## config.mk

```make
export PLATFORM = sky130hd
export DESIGN_NAME = framed_word_rx
export DESIGN_NICKNAME = d
export VERILOG_FILES = /design/src/rtl/framed_word_rx.sv
export SDC_FILE = /design/constraint.sdc
export NUM_CORES = 1
export LEC_CHECK = 0
export ABC_AREA = 1
export BUFFER_PORTS_ARGS = -buffer_cell sky130_fd_sc_hd__buf_2
export CAP_MARGIN = 20
export CORE_ASPECT_RATIO = 0.8
export CORE_MARGIN = 2
export CORE_UTILIZATION = 52
export CTS_CLUSTER_SIZE = 40
export DETAILED_ROUTE_END_ITERATION = 12
export PLACE_DENSITY_LB_ADDON = 0.08
export SYNTH_ARGS = -nofsm -noshare
export SYNTH_HDL_FRONTEND = slang
export SYNTH_SLANG_ARGS = --single-unit
```

## constraint.sdc

```tcl
create_clock -name clk -period 1.3 [get_ports clk]
set_input_delay 0.26 -clock clk [delete_from_list [all_inputs] [get_ports clk]]
set_output_delay 0.26 -clock clk [all_outputs]
set_load 0.01 [all_outputs]
```

## src/rtl/framed_word_rx.sv

```systemverilog
module framed_word_rx #(
  parameter int W = 12
) (
  input  logic         clk,
  input  logic         rst,
  input  logic         en,
  input  logic         din,
  output logic [W-1:0] dout,
  output logic         wclk,
  output logic         oe,
  output logic         ferr
);
  localparam int LOW  = W + 1;
  localparam int SYNC = W + 2;
  localparam int CW   = $clog2(SYNC + 1);
  localparam int LW   = $clog2(LOW + 1);

  typedef enum logic [1:0] {S_SYNC, S_HUNT, S_DATA, S_STOP} st_t;

  st_t          st;
  logic [CW-1:0] cnt;
  logic [LW-1:0] lowcnt;
  logic [W-1:0]  sh, data_q;
  logic          wclk_q, ferr_q;

  always_ff @(posedge clk) begin
    if (rst || !en) begin
      st     <= S_SYNC;
      cnt    <= '0;
      sh     <= '0;
      data_q <= '0;
      wclk_q <= 1'b1;
      lowcnt <= '0;
      ferr_q <= 1'b0;
    end else begin
      ferr_q <= 1'b0;
      if (!wclk_q) begin
        if (lowcnt == LW'(LOW - 1)) wclk_q <= 1'b1;
        else lowcnt <= lowcnt + 1'b1;
      end
      case (st)
        S_SYNC:
          if (din) cnt <= '0;
          else if (cnt == CW'(SYNC - 1)) begin st <= S_HUNT; cnt <= '0; end
          else cnt <= cnt + 1'b1;
        S_HUNT:
          if (din) begin st <= S_DATA; cnt <= '0; end
        S_DATA: begin
          sh <= {sh[W-2:0], din};
          if (cnt == CW'(W - 1)) st <= S_STOP;
          else cnt <= cnt + 1'b1;
        end
        S_STOP: begin
          st  <= S_HUNT;
          cnt <= '0;
          if (!din) begin
            data_q <= sh;
            wclk_q <= 1'b0;
            lowcnt <= '0;
          end else ferr_q <= 1'b1;
        end
        default: st <= S_SYNC;
      endcase
    end
  end

  assign dout = en ? data_q : '0;
  assign wclk = en & wclk_q;
  assign ferr = en & ferr_q;
  assign oe   = en;

  p_sync_r1: assert property (@(posedge clk) disable iff (rst)
    (st == S_HUNT && $past(st) == S_SYNC) |-> ($past(cnt) == CW'(SYNC - 1) && !$past(din)));

  p_fall_r2: assert property (@(posedge clk) disable iff (rst)
    $fell(wclk_q) |-> ($past(st) == S_STOP && !$past(din)));

  p_low_r3: assert property (@(posedge clk) disable iff (rst)
    ($rose(wclk_q) && $past(en)) |-> $past(lowcnt) == LW'(LOW - 1));

  p_err_r5: assert property (@(posedge clk) disable iff (rst)
    ferr_q |-> (wclk_q && $stable(data_q)));

  p_hold_r6: assert property (@(posedge clk) disable iff (rst)
    (en && $past(en) && !$fell(wclk_q)) |-> $stable(data_q));

  p_off_r7: assert property (@(posedge clk) disable iff (rst)
    !en |=> (data_q == '0 && st == S_SYNC && wclk_q));
endmodule

```

# Word-level counts from Yosys, hierarchy flattened
# Index checks and enable logic that the tools add are counted.
[word_totals]
in_bits = 4
wordCells = 51
output_inout_bits = 15
regBits = 36
[op_classes]
add_sub_neg = 2
n_eq_ne = 11
bitwise = 4
mux = 20
reduce_logical = 7
[op_table]
columns = ["op", "count"]
rows = [
  ["two-way mux 4 bit", 8],
  ["case mux 4 bit (4 select lines)", 1],
  ["equality test 4 bit, second input constant", 3],
  ["two-way mux 12 bit", 1],
  ["inequality test 2 bit, second input constant", 5],
  ["adder 4 x 1 -> 4 bit, second input constant", 2],
  ["two-way mux 2 bit", 4],
  ["case mux 2 bit (4 select lines)", 1],
  ["two-way mux 1 bit", 5],
  ["equality test 2 bit, second input constant", 2],
  ["AND reduction 2 bit", 2],
  ["AND reduction 4 bit", 1],
  ["AND 1 bit", 2],
  ["equality test 2 x 1 -> 1 bit, second input constant", 1],
  ["logical NOT 2 bit", 1],
  ["NOT 1 bit", 2],
  ["OR reduction 2 bit", 1],
  ["logical NOT 1 bit", 1],
  ["logical OR 1 bit", 1],
]

# Longest topological paths before layout
# Gate-level depths: netlist of the first run.
[logic_depth]
word_depth = 5
depth_mapped = 10
ltp_nobuf = 10

# Least setup slack after synthesis of the first run
# No wires, ideal clock.
[synth_timing]
kind = "register to register"
from = "register st[0]"
to = "register sh[10]"
t_required_ps = 1234
setup_ps = 66
slack_ps = 1
path_stages_with_launch = 7
n_path_buf = 1
synth_period_minus_slack_ps = 1299
arrival_ps = 1233
cell_sequence = "dfxtp_1 inv_1 ha_1 inv_2 clkbuf_1 nand2_1 a21oi_2"
[synth_via]
elab_chain_cells = 1
[synth_lines]
columns = ["element", "line", "rtl"]
rows = [
  ["start: declaration", "20", "st_t st;"],
  ["start signal: assignment", "28", "st <= S_SYNC;"],
  ["start signal: assignment", "44", "else if (cnt == CW'(SYNC - 1)) begin st <= S_HUNT; cnt <= '0; end"],
  ["start signal: assignment", "47", "if (din) begin st <= S_DATA; cnt <= '0; end"],
  ["equality test 2 bit", "41", "case (st)"],
  ["end signal: assignment", "49", "sh <= {sh[W-2:0], din};"],
  ["end: declaration", "23", "logic [W-1:0] sh, data_q;"],
]
# No other way between the ends.
# A chain may end at the register's enable or synchronous reset.

# Worst setup path in the final report of the first run
[layout_timing]
from = "register st[0]"
to = "register lowcnt[0]"
[layout_via]
elab_chain_cells = 2
[layout_lines]
columns = ["element", "line", "rtl"]
rows = [
  ["equality test 2 bit", "41", ""],
  ["two-way mux 4 bit", "41", ""],
  ["end signal: assignment", "39", "else lowcnt <= lowcnt + 1'b1;"],
  ["end: declaration", "22", "logic [LW-1:0] lowcnt;"],
]
# No other way between the ends.

==> results of run 1 <==
## worst paths after layout
path | to | cells past startpoint
worst min register to register | data_q[11]$_SDFFE_PP0P_ | 2
worst max-delay path | lowcnt[0]$_SDFF_PP0_ | 7
worst min-delay path | sh[0]$_SDFFE_PP0P_ | 3
worst max register to register | lowcnt[0]$_SDFF_PP0_ | 7
## area by class of cell
| cell class | count | area (um2) |
|---|---|---|
| clock buffer | 5 | 68.8 |
| clock inverter | 3 | 18.8 |
| fill | 312 | 1200 |
| inverter | 39 | 153 |
| multi-input combinational | 159 | 938 |
| sequential | 36 | 732 |
| tap | 42 | 52.6 |
| timing repair buffer | 31 | 213 |
## state kept, by name, indices dropped and copies added (netlist names)
| register | flops |
|---|---|
| wclk_q | 1 |
| lowcnt | 4 |
| st | 2 |
| sh | 12 |
| ferr_q | 1 |
| data_q | 12 |
| cnt | 4 |
## through the flow
stage               cells  util (%)  TNS, ps
floorplan             243         -        0
global placement      305      59.3     -111
detailed placement    305      59.3     -200
CTS                   313      62.5    -2.17
global route          315      64.5    -36.8
finish                315      64.5        0
## cell usage in the layout, fill, tap and decap left out, drive strengths merged
cell,count
clkinv,4
nand3,9
nand4,8
dfxtp,36
nor2,12
ha,9
nor3,1
inv,38
xor2,1
o21ai,2
a21oi,27
nand3b,2
nand2,86
or2,2
clkbuf,5
buf,31
## cell families after synthesis
logic type	synth area share [%]
adder cells (fa/ha/maj)	6.20
AND/OR/NAND/NOR	29.1
flip-flops	39.7
AO/OA/AOI/OAI	13.0
buffers and inverters	11.6
XOR/XNOR	0.483
## what timing repair did
item                                    in CTS  in global routing
pin swaps                                    0                  4
endpoints found under the setup margin       6                  6
hold buffers                                 0                  0
resized for setup                            7                 18
hold endpoints to repair                     0                  0
gates cloned                                 0                  0
buffers inserted                             0                  2
## worst reg2reg max path, stage by stage (launching register included)
cell	delay, ps
dfxtp_4	360
ha_1	190
inv_1	110
nor2_4	50
buf_4	170
nor2_8	120
o21ai_1	80
a21oi_2	100
## power by group through the flow
stage | registers (W) | clock network, W | logic, W
floorplan | 0.00113 | 0 | 0.0000597
global placement | 0.00113 | 0 | 0.0000823
detailed placement | 0.00113 | 0 | 0.0000811
CTS | 0.00110 | 0.000807 | 0.0000827
global route | 0.00110 | 0.000855 | 0.0000934
finish | 0.00110 | 0.000774 | 0.0000847
## metal layers
layer  vias up  global-route usage [%]  share of wire, %
met5         -                       0                 0
met2        24                    24.8                40
met3         5                    4.31               3.7
met1       662                    25.3                55
li1        808                       -                 -
met4         0                    6.59               1.3
==> implementation parameters, run 1 <==
Parameter                              Value

Floorplan
  Die height ... 56.9 um
  Effective utilization at floorplan ... about 54%
  Die outline area ... roughly 4000 um2
  Core Area ... roughly 3400 um2
  Number of rows created at floorplan ... 19
  Io pins ... 19
  Die W ... 70.1 um

Finish
  N_diodes ... 0
  Final Instance Area ... 2180 um2
  Synthesis-to-layout area growth ... 19.8%
  Net total in the final layout ... 285
  Share of cells above drive strength 1 ... 31.5%

Yosys
  Synth unique cells ... 24
  Cell Area, Synth ... 1820 um2
  Synth Instances ... 243
  Number of flops mapped to enable cells by yosys ... 0
  Most frequently used flop master after synthesis ... dfxtp_1
  Fraction of registers with async set/reset ... 0%
  Post-synth top area share ... 39.7%
  Cell with the most instances after synthesis ... nand2_1
  Synth Register Bits ... 36
  Commonest cells in the netlist ... 85 x nand2_1, 36 x dfxtp_1, 36 x inv_1
  Library cell with the largest summed area after synthesis ... dfxtp_1
  Number of synthesis warnings ... 0
  Proportion of synthesized chip area in sequential cells ... a little under 40%
  Syn Nets ... ~260
  Average instance area after synthesis ... 7.47 um2
  Cells taking the most area after synthesis ... dfxtp_1 40%, nand2_1 18%, a21oi_2 12%, inv_1 7.4%, ha_1 6.2%

Route
  Vias after detailed routing ... 1499
  Number of remaining DRC errors ... 0
  Mean routed wirelength per cell ... 10.6 um
  Number of nets with antenna violations after detailed routing ... 0
  TritonRoute pass-1 iters ... 4
  DR iter-0 viols ... 112
  Drt via density ... 4.76
  Total routed wirelength ... 3350 um

Global routing
  Number of global-route vias before repair ... 1225
  Overall track demand over capacity in global routing ... 17.4%
  Overflow left after global routing ... 0
  Pin count of the biggest net entering global routing ... 22
  First-pass GRT wire length ... between 5000 and 6000 um
  Initial antenna violation count ... 0

Pwr
  Final Power ... roughly 0.0020 W
  Part of the power in the clock network ... 39.5%
  Leakage power summed over all cells ... 0.941 nW
  VDD IR max ... 0.000719 V
  Sequential fraction of design power ... 56.2%
  Switching Fraction ... a little under a quarter
  Net switching power ... 0.000458 W
  Combinational power share ... 4.3%
  Power Density ... 900 nW/um2
  Pint ... around 0.0015 W

Setup path
  Req. time, crit path ... 1520 ps
  Critical Path Source Type ... register
  CP bufs+invs ... 2
  Worst-path cell with the longest stage delay ... dfxtp_4
  Kind of end point of the critical path ... register
  Critical-path cell list ... ha_1 > inv_1 > nor2_4 > buf_4 > nor2_8 > o21ai_1 > a21oi_2
  Cell family with most CP delay ... flip-flops
  Register-to-register setup slack ... approximately 63 ps
  CP Data Arrival Time ... 1460 ps
  CP Max Fanout ... 8
  Max stage delay on crit path ... 360 ps
  Beginning of the worst register-to-register path ... st[0]$_SDFFE_PP0P_
  Crit Path Class ... reg2reg
  Worst Setup SP ... st[0]$_SDFFE_PP0P_

Placement
  DPL Wire Length ... 2380 um
  Post-Place Worst Slack ... -37.9 ps
  Instance area at placement ... 2000 um2
  Global placer's final weighted congestion ... 0.815
  Number of port buffers ... 18

STA
  Achievable frequency ... 809 MHz
  Final WS setup ... between 60 and 70 ps
  Final Setup Violations ... 0
  Remaining max-slew budget at the tightest pin ... 75.2%
  Unrepaired setup endpoints after global routing ... true
  Total count of hold-check failures in the final report ... 0
  Worst slew pin tran ... 372 ps
  Post-route clock period utilization ... 95.1%
  Final Max Tran Viols ... 0
  Setup clock skew after layout ... 3.53 ps
  Final critical delay including setup and external delays ... 1240 ps
  Final hold slack ... 347 ps

Clock tree
  Clock tree from TritonCTS ... done
  Total number of H-tree levels ... 2
  CTS clk-pin slew, worst paths ... ~70 ps
  Max Root-Sink Buffers ... 2
  Total number of clock tree sinks ... 36
  TritonCTS buffer count ... 5
  CTS root buffer ... clkbuf_8
  Clock latency reported for the late side of the worst-skew pair ... 280 ps

Hold path
  Worst min path class ... in2reg
  Startpoint of the most critical hold path ... din

Status
  Status ... completed

Job
  Maximum capacitance violations ... 0
Note: power is estimated with default switching activity, not from simulation.
==> run 2, diff against run 1 <==
--- a/config.mk
+++ b/config.mk
@@ -8,7 +8,7 @@
 export ABC_AREA = 1
 export BUFFER_PORTS_ARGS = -buffer_cell sky130_fd_sc_hd__buf_2
 export CAP_MARGIN = 20
-export CORE_ASPECT_RATIO = 0.8
+export CORE_ASPECT_RATIO = 0.75
 export CORE_MARGIN = 2
 export CORE_UTILIZATION = 52
 export CTS_CLUSTER_SIZE = 40
==> implementation parameters, run 2 (synthesis results as in run 1) <==
Parameter                              Value

Status
  Status ... completed

Hold path
  Startpoint of the most critical hold path ... din
  Hold endpoint ... sh[0]$_SDFFE_PP0P_
  Worst hold path stage count ... 3 (unchanged)
  Worst min path class ... in2reg

Route
  Drt via density ... 4.84 (+1.7%)
  Number of nets with antenna violations after detailed routing ... 0 (unchanged)
  Vias after detailed routing ... 1519 (+1.3%)
  TritonRoute pass-1 iters ... 4 (unchanged)
  DR iter-0 viols ... 90 (-20%)
  Number of remaining DRC errors ... 0 (unchanged)
  Total routed wirelength ... 3490 um (+4.0%)
  Mean routed wirelength per cell ... 11.1 um (+4.4%)

Finish
  Post-layout instance count excluding filler cells ... 314 (-0.32%)
  Commonest cells after routing, fill and taps aside ... 84 x nand2_1, 34 x dfxtp_1, 31 x inv_1
  Share of the core filled with cells ... 66.4% (+1.9 points)
  Final Instance Area ... 2200 um2 (+1.0%)
  Number of filler instances in the final layout ... 296 (-5.1%)
  Most frequent standard cell in the layout excluding fill and tap cells ... nand2_1
  Multi-input combinational cell area ... 956 um2 (+1.9%)
  Net total in the final layout ... 286 (+0.35%)
  Largest registers ranked by flip-flop count ... data_q x12, sh x12
  Synthesis-to-layout area growth ... 21.1%
  N_diodes ... 0 (unchanged)
  Share of cells above drive strength 1 ... 31.4% (-0.11 points)
  Register cell area after layout ... 726 um2 (-0.85%)

STA
  Setup clock skew after layout ... 4.91 ps (+1.38 ps)
  Final critical delay including setup and external delays ... 1250 ps (+10.3 ps)
  Setup tns final ... 0 ps (unchanged)
  Remaining max-slew budget at the tightest pin ... 75.9% (+0.64 points)
  Worst slew pin tran ... 362 ps (-9.65 ps)
  Post-route clock period utilization ... 95.9% (+0.79 points)
  Final Max Tran Viols ... 0 (unchanged)
  Final Setup Violations ... 0 (unchanged)
  Unrepaired setup endpoints after global routing ... true
  Total count of hold-check failures in the final report ... 0 (unchanged)
  Achievable frequency ... 802 MHz (-0.83%)

Placement
  Instance area at placement ... 2010 um2 (+0.25%)
  Number of port buffers ... 18 (unchanged)
  Global placer's final weighted congestion ... 0.826 (+1.4%)
  DPL Wire Length ... 2490 um (+4.7%)
  Instance count after placement with tap cells included ... 304 (-0.33%)

Floorplan
  Core Area ... 3310 um2 (-1.9%)
  Io pins ... 19 (unchanged)
  Die height ... 55.2 um (-3.0%)
  Number of rows created at floorplan ... 18 (-1)
  Die W ... 72.2 um (+3.1%)
  Effective utilization at floorplan ... 54.8% (+1.1 points)
  Die outline area ... 3980 um2 (about the same)

Pwr
  Switching Fraction ... 24.2% (+0.79 points)
  Part of the power in the clock network ... 40.1% (+0.6 points)
  Power Density ... 902 nW/um2 (+0.25%)
  Final Power ... 0.00198 W (+1.3%)
  Pint ... 0.00150 W (+0.24%)
  Combinational power share ... 4.3% (about the same)
  VDD IR max ... 0.000737 V (+2.5%)
  Sequential fraction of design power ... 55.6% (-0.6 points)
  Leakage power summed over all cells ... 0.956 nW (+1.5%)
  Net switching power ... 0.000479 W (+4.7%)

Job
  Maximum capacitance violations ... 0 (unchanged)

Global routing
  Met1 Track Usage GR ... 26.4% (+1.1 points)
  Initial antenna violation count ... 0 (unchanged)
  First-pass GRT wire length ... 5670 um (+4.2%)
  Number of global-route vias before repair ... 1279 (+4.4%)
  Met3 GRT Util ... 4.89% (+0.58 points)
  Overall track demand over capacity in global routing ... 18.9% (+1.5 points)
  Overflow left after global routing ... 0 (unchanged)
  Fraction of met2 tracks used by global routing ... 28.1% (+3.4 points)
  Routing layer with the top usage in global route ... met2
  Pin count of the biggest net entering global routing ... 22 (unchanged)

Clock tree
  CTS clk-pin slew, worst paths ... 70 ps (about the same)
  Total number of clock tree sinks ... 36 (unchanged)
  Clock latency reported for the late side of the worst-skew pair ... 290 ps (about the same)
  CTS root buffer ... clkbuf_8
  Max Root-Sink Buffers ... 2 (unchanged)
  Total number of H-tree levels ... 2 (unchanged)
  Clock tree from TritonCTS ... done
  TritonCTS buffer count ... 5 (unchanged)

Setup path
  Cell depth of the worst flop-to-flop path ... 8 (+1)
  Register-to-register setup slack ... 50 ps (about the same)
  CP Data Arrival Time ... 1460 ps (about the same)
  Kind of end point of the critical path ... register
  Terminus of the critical flop-to-flop path ... st[0]$_SDFFE_PP0P_
  Crit Path Class ... reg2reg
  Critical Path Source Type ... register
  Req. time, crit path ... 1520 ps (about the same)
  Worst Setup SP ... cnt[0]$_SDFFE_PP0P_
  Beginning of the worst register-to-register path ... cnt[0]$_SDFFE_PP0P_
  CP Max Fanout ... 4 (-4)
## run 2: power groups by stage
stage	Sequential (W)	Combinational, W	Clock (W)
after floorplan	0.00113	0.0000597	0
after global placement	0.00113	0.0000824	0
after detailed placement	0.00113	0.0000826	0
after CTS	0.00110	0.0000835	0.000806
after global routing	0.00110	0.0000951	0.000856
final	0.00110	0.0000862	0.000795
## run 2: final cells by class
cell class / count / area share (%)
timing repair buffer: 32 / 10.2
inverter: 39 / 7.06
multi-input combinational: 159 / 43.5
clock buffer: 5 / 3.13
tap: 40 / 2.28
sequential: 36 / 33.0
clock inverter: 3 / 0.854
## run 2: worst max path at each step
stage,endpoint,slack [ps],depth (start not counted)
after CTS,cnt[1]$_SDFFE_PP0P_,10,10
final,st[0]$_SDFFE_PP0P_,50,8
after global routing,st[0]$_SDFFE_PP0P_,-50,9
after global placement,st[0]$_SDFFE_PP0P_,-30,9
after detailed placement,st[1]$_SDFFE_PP0P_,-60,9
after floorplan,sh[10]$_SDFFE_PP0P_,1,6
## run 2: critical path, stage by stage (launching register included)
cell,delay [ps]
dfxtp_1,340
buf_4,130
ha_1,140
nand3_1,110
nand2_1,140
nand3_2,100
nand2_1,70
inv_1,40
nor2_1,110
## run 2: layer usage
metal | up-vias | routed length (um)
met2 | 27 | 1390
met5 | - | 0
met4 | 0 | 49
li1 | 809 | -
met3 | 7 | 163
met1 | 676 | 1880
## run 2: metrics by stage
step / setup WS [ps] / hold slack, ps
after global routing: -47.0 / 359
after CTS: 14.5 / 313
final: 52.9 / 344
after detailed placement: -63.9 / 451
after global placement: -30.5 / 450
after floorplan: 1.08 / 439
## run 2: timing repair
item                       CTS  global route
setup buffers                0             2
pin swaps                    0             3
setup endpoints to repair    6             7
hold buffers                 0             0
resized for setup            7            19
==> run 3, diff against run 2 <==
--- a/config.mk
+++ b/config.mk
@@ -10,7 +10,7 @@
 export CAP_MARGIN = 20
 export CORE_ASPECT_RATIO = 0.75
 export CORE_MARGIN = 2
-export CORE_UTILIZATION = 52
+export CORE_UTILIZATION = 55
 export CTS_CLUSTER_SIZE = 40
 export DETAILED_ROUTE_END_ITERATION = 12
 export PLACE_DENSITY_LB_ADDON = 0.08
==> constraint.sdc (replaced) <==
create_clock -name clk -period 1.5 [get_ports clk]
set_input_delay 0.3 -clock clk [delete_from_list [all_inputs] [get_ports clk]]
set_output_delay 0.3 -clock clk [all_outputs]
set_load 0.01 [all_outputs]
==> implementation parameters, run 3 (synthesis results as in run 1) <==
Parameter                              Value

Finish
  Final Instance Area ... 2070 um2 (-5.7%)
  Largest registers ranked by flip-flop count ... data_q x12, sh x12
  Register cell area after layout ... 722 um2 (-0.52%)
  Net total in the final layout ... 281 (-1.7%)
  Number of filler instances in the final layout ... 292 (-1.4%)
  Share of cells above drive strength 1 ... 25.3% (-6.1 points)
  Most frequent standard cell in the layout excluding fill and tap cells ... nand2_1
  Post-layout instance count excluding filler cells ... 309 (-1.6%)
  Commonest cells after routing, fill and taps aside ... 85 x nand2_1, 36 x inv_1, 35 x dfxtp_1
  Synthesis-to-layout area growth ... 14.2%
  N_diodes ... 0 (unchanged)
  Multi-input combinational cell area ... 896 um2 (-6.3%)

Hold path
  Worst min path class ... in2reg
  Worst hold path stage count ... 3 (unchanged)

Route
  Mean routed wirelength per cell ... 10.5 um (-5.8%)
  Number of remaining DRC errors ... 0 (unchanged)
  DR iter-0 viols ... 62 (-31%)
  Number of nets with antenna violations after detailed routing ... 0 (unchanged)
  Drt via density ... 4.72 (-2.3%)
  TritonRoute pass-1 iters ... 4 (unchanged)
  Total routed wirelength ... 3230 um (-7.3%)
  Vias after detailed routing ... 1460 (-3.9%)

Pwr
  Power Density ... 820 nW/um2 (-9.1%)
  Combinational power share ... 4.0% (-0.3 points)
  Part of the power in the clock network ... 39.6% (-0.5 points)
  Leakage power summed over all cells ... 0.917 nW (-4.1%)
  Sequential fraction of design power ... 56.3% (+0.7 points)
  Switching Fraction ... 23.4% (-0.78 points)
  Net switching power ... 0.000398 W (-17%)
  Pint ... 0.00130 W (-13%)
  VDD IR max ... 0.000371 V (-50%)

Floorplan
  Io pins ... 19 (unchanged)
  Effective utilization at floorplan ... 56.4% (+1.5 points)
  Die W ... 70.3 um (-2.6%)
  Number of rows created at floorplan ... 18 (unchanged)
  Die height ... 53.8 um (-2.6%)
  Core Area ... 3220 um2 (-2.7%)
  Die outline area ... 3780 um2 (-5.1%)

Placement
  Global placer's final weighted congestion ... 0.790 (-4.3%)
  DPL Wire Length ... 2290 um (-8.0%)
  Instance area at placement ... 1970 um2 (-1.7%)
  Instance count after placement with tap cells included ... 301 (-0.99%)
  Number of port buffers ... 18 (unchanged)

Global routing
  Overall track demand over capacity in global routing ... 18.6% (-0.39 points)
  Pin count of the biggest net entering global routing ... 22 (unchanged)
  Met1 Track Usage GR ... 26.1% (-0.30 points)
  Routing layer with the top usage in global route ... met2
  Fraction of met2 tracks used by global routing ... 27.2% (-0.93 points)
  Number of global-route vias before repair ... 1205 (-5.8%)
  Initial antenna violation count ... 0 (unchanged)
  Overflow left after global routing ... 0 (unchanged)
  Met3 GRT Util ... 5.81% (+0.91 points)
  First-pass GRT wire length ... 5410 um (-4.6%)

STA
  Setup clock skew after layout ... 5.32 ps (+0.412 ps)
  Final Setup Violations ... 0 (unchanged)
  Achievable frequency ... 736 MHz (-8.2%)
  Worst slew pin tran ... 370 ps (+7.84 ps)
  Remaining max-slew budget at the tightest pin ... 75.3% (-0.52 points)
  Post-route clock period utilization ... 90.5% (-5.4 points)
  Final Max Tran Viols ... 0 (unchanged)
  Setup tns final ... 0 ps (unchanged)
  Final critical delay including setup and external delays ... 1360 ps (+111 ps)
  Total count of hold-check failures in the final report ... 0 (unchanged)

Status
  Status ... completed

Setup path
  Crit Path Class ... reg2reg
  Kind of end point of the critical path ... register
  Cell depth of the worst flop-to-flop path ... 10 (+2)
  CP Max Fanout ... 8 (+4)
  Critical Path Source Type ... register
  Req. time, crit path ... 1730 ps (+210 ps)
  CP Data Arrival Time ... 1590 ps (+130 ps)

Clock tree
  Total number of clock tree sinks ... 36 (unchanged)
  CTS root buffer ... clkbuf_8
  Post-CTS repair timing setup buffer count ... 0 (unchanged)
  Total number of H-tree levels ... 2 (unchanged)
  CTS clk-pin slew, worst paths ... 70 ps (about the same)
  Max Root-Sink Buffers ... 2 (unchanged)
  Clock tree from TritonCTS ... done
  Clock latency reported for the late side of the worst-skew pair ... 290 ps (about the same)
  TritonCTS buffer count ... 5 (unchanged)

Job
  Maximum capacitance violations ... 0 (unchanged)
-- run 3: cell types whose count changed in the layout (fill, tap and decap cells not counted), moves of 2 or more --
cell / before / now
buf_4: 11 / 8
ha_4: 3 / 0
inv_4: 3 / 0
inv_2: 4 / 2
ha_1: 5 / 9
inv_1: 31 / 36
nor2_4: 3 / 1
-- run 3: layout make-up --
class / instances / area share [%]
multi-input cells: 159 / 43.2
clock buffers: 5 / 3.32
inverters: 39 / 7.12
clock inverters: 3 / 0.905
flip-flops and latches: 36 / 34.8
repair buffers: 27 / 8.21
well taps: 40 / 2.41
-- run 3: final timing paths --
kind / slack (ps) / end / start
min reg2reg: 470 / data_q[11]$_SDFFE_PP0P_ / data_q[11]$_SDFFE_PP0P_
max reg2reg: 140 / cnt[0]$_SDFFE_PP0P_ / st[1]$_SDFFE_PP0P_
min: 370 / sh[0]$_SDFFE_PP0P_ / din
max: 140 / cnt[0]$_SDFFE_PP0P_ / st[1]$_SDFFE_PP0P_
-- run 3: repair_timing --
item | in CTS | in global routing
hold buffers | 0 | 0
hold endpoints to repair | 0 | 0
resized for setup | 0 | 3
setup endpoints to repair | 0 | 5
-- run 3: per-stage QoR --
step / setup slack, ps / hold WS [ps] / total power [W] / utilization (%)
floorplan: 201 / 439 / 0.00103 / -
global placement: 142 / 455 / 0.00105 / 61.3
detailed placement: 85.1 / 455 / 0.00105 / 61.3
CTS: 64.8 / 354 / 0.00174 / 64.0
global route: -17.0 / 374 / 0.00178 / 64.4
finish: 142 / 372 / 0.00170 / 64.4
-- run 3: worst max-delay path, stage by stage, from the launching register on --
cell	delay [ps]
dfxtp_1	330
inv_1	120
ha_1	160
inv_1	40
nor2_1	150
inv_1	160
nand2_1	120
nand2_1	50
nand2_1	50
inv_1	30
nor2_1	80
-- run 3: power by group through the flow --
stage / Sequential [W] / Clock, W / Combinational (W)
6_report: 0.000958 / 0.000674 / 0.0000688
5_1_grt: 0.000958 / 0.000742 / 0.0000763
4_1_cts: 0.000958 / 0.000710 / 0.0000687
3_5_place_dp: 0.000980 / 0 / 0.0000682
3_3_place_gp: 0.000980 / 0 / 0.0000685
2_1_floorplan: 0.000980 / 0 / 0.0000518
-- run 3: layer usage --
layer / share of wire, % / wire [um]
met4: 1.4 / 44
met3: 4.8 / 155
met5: 0 / 0
met1: 55 / 1790
met2: 38 / 1240
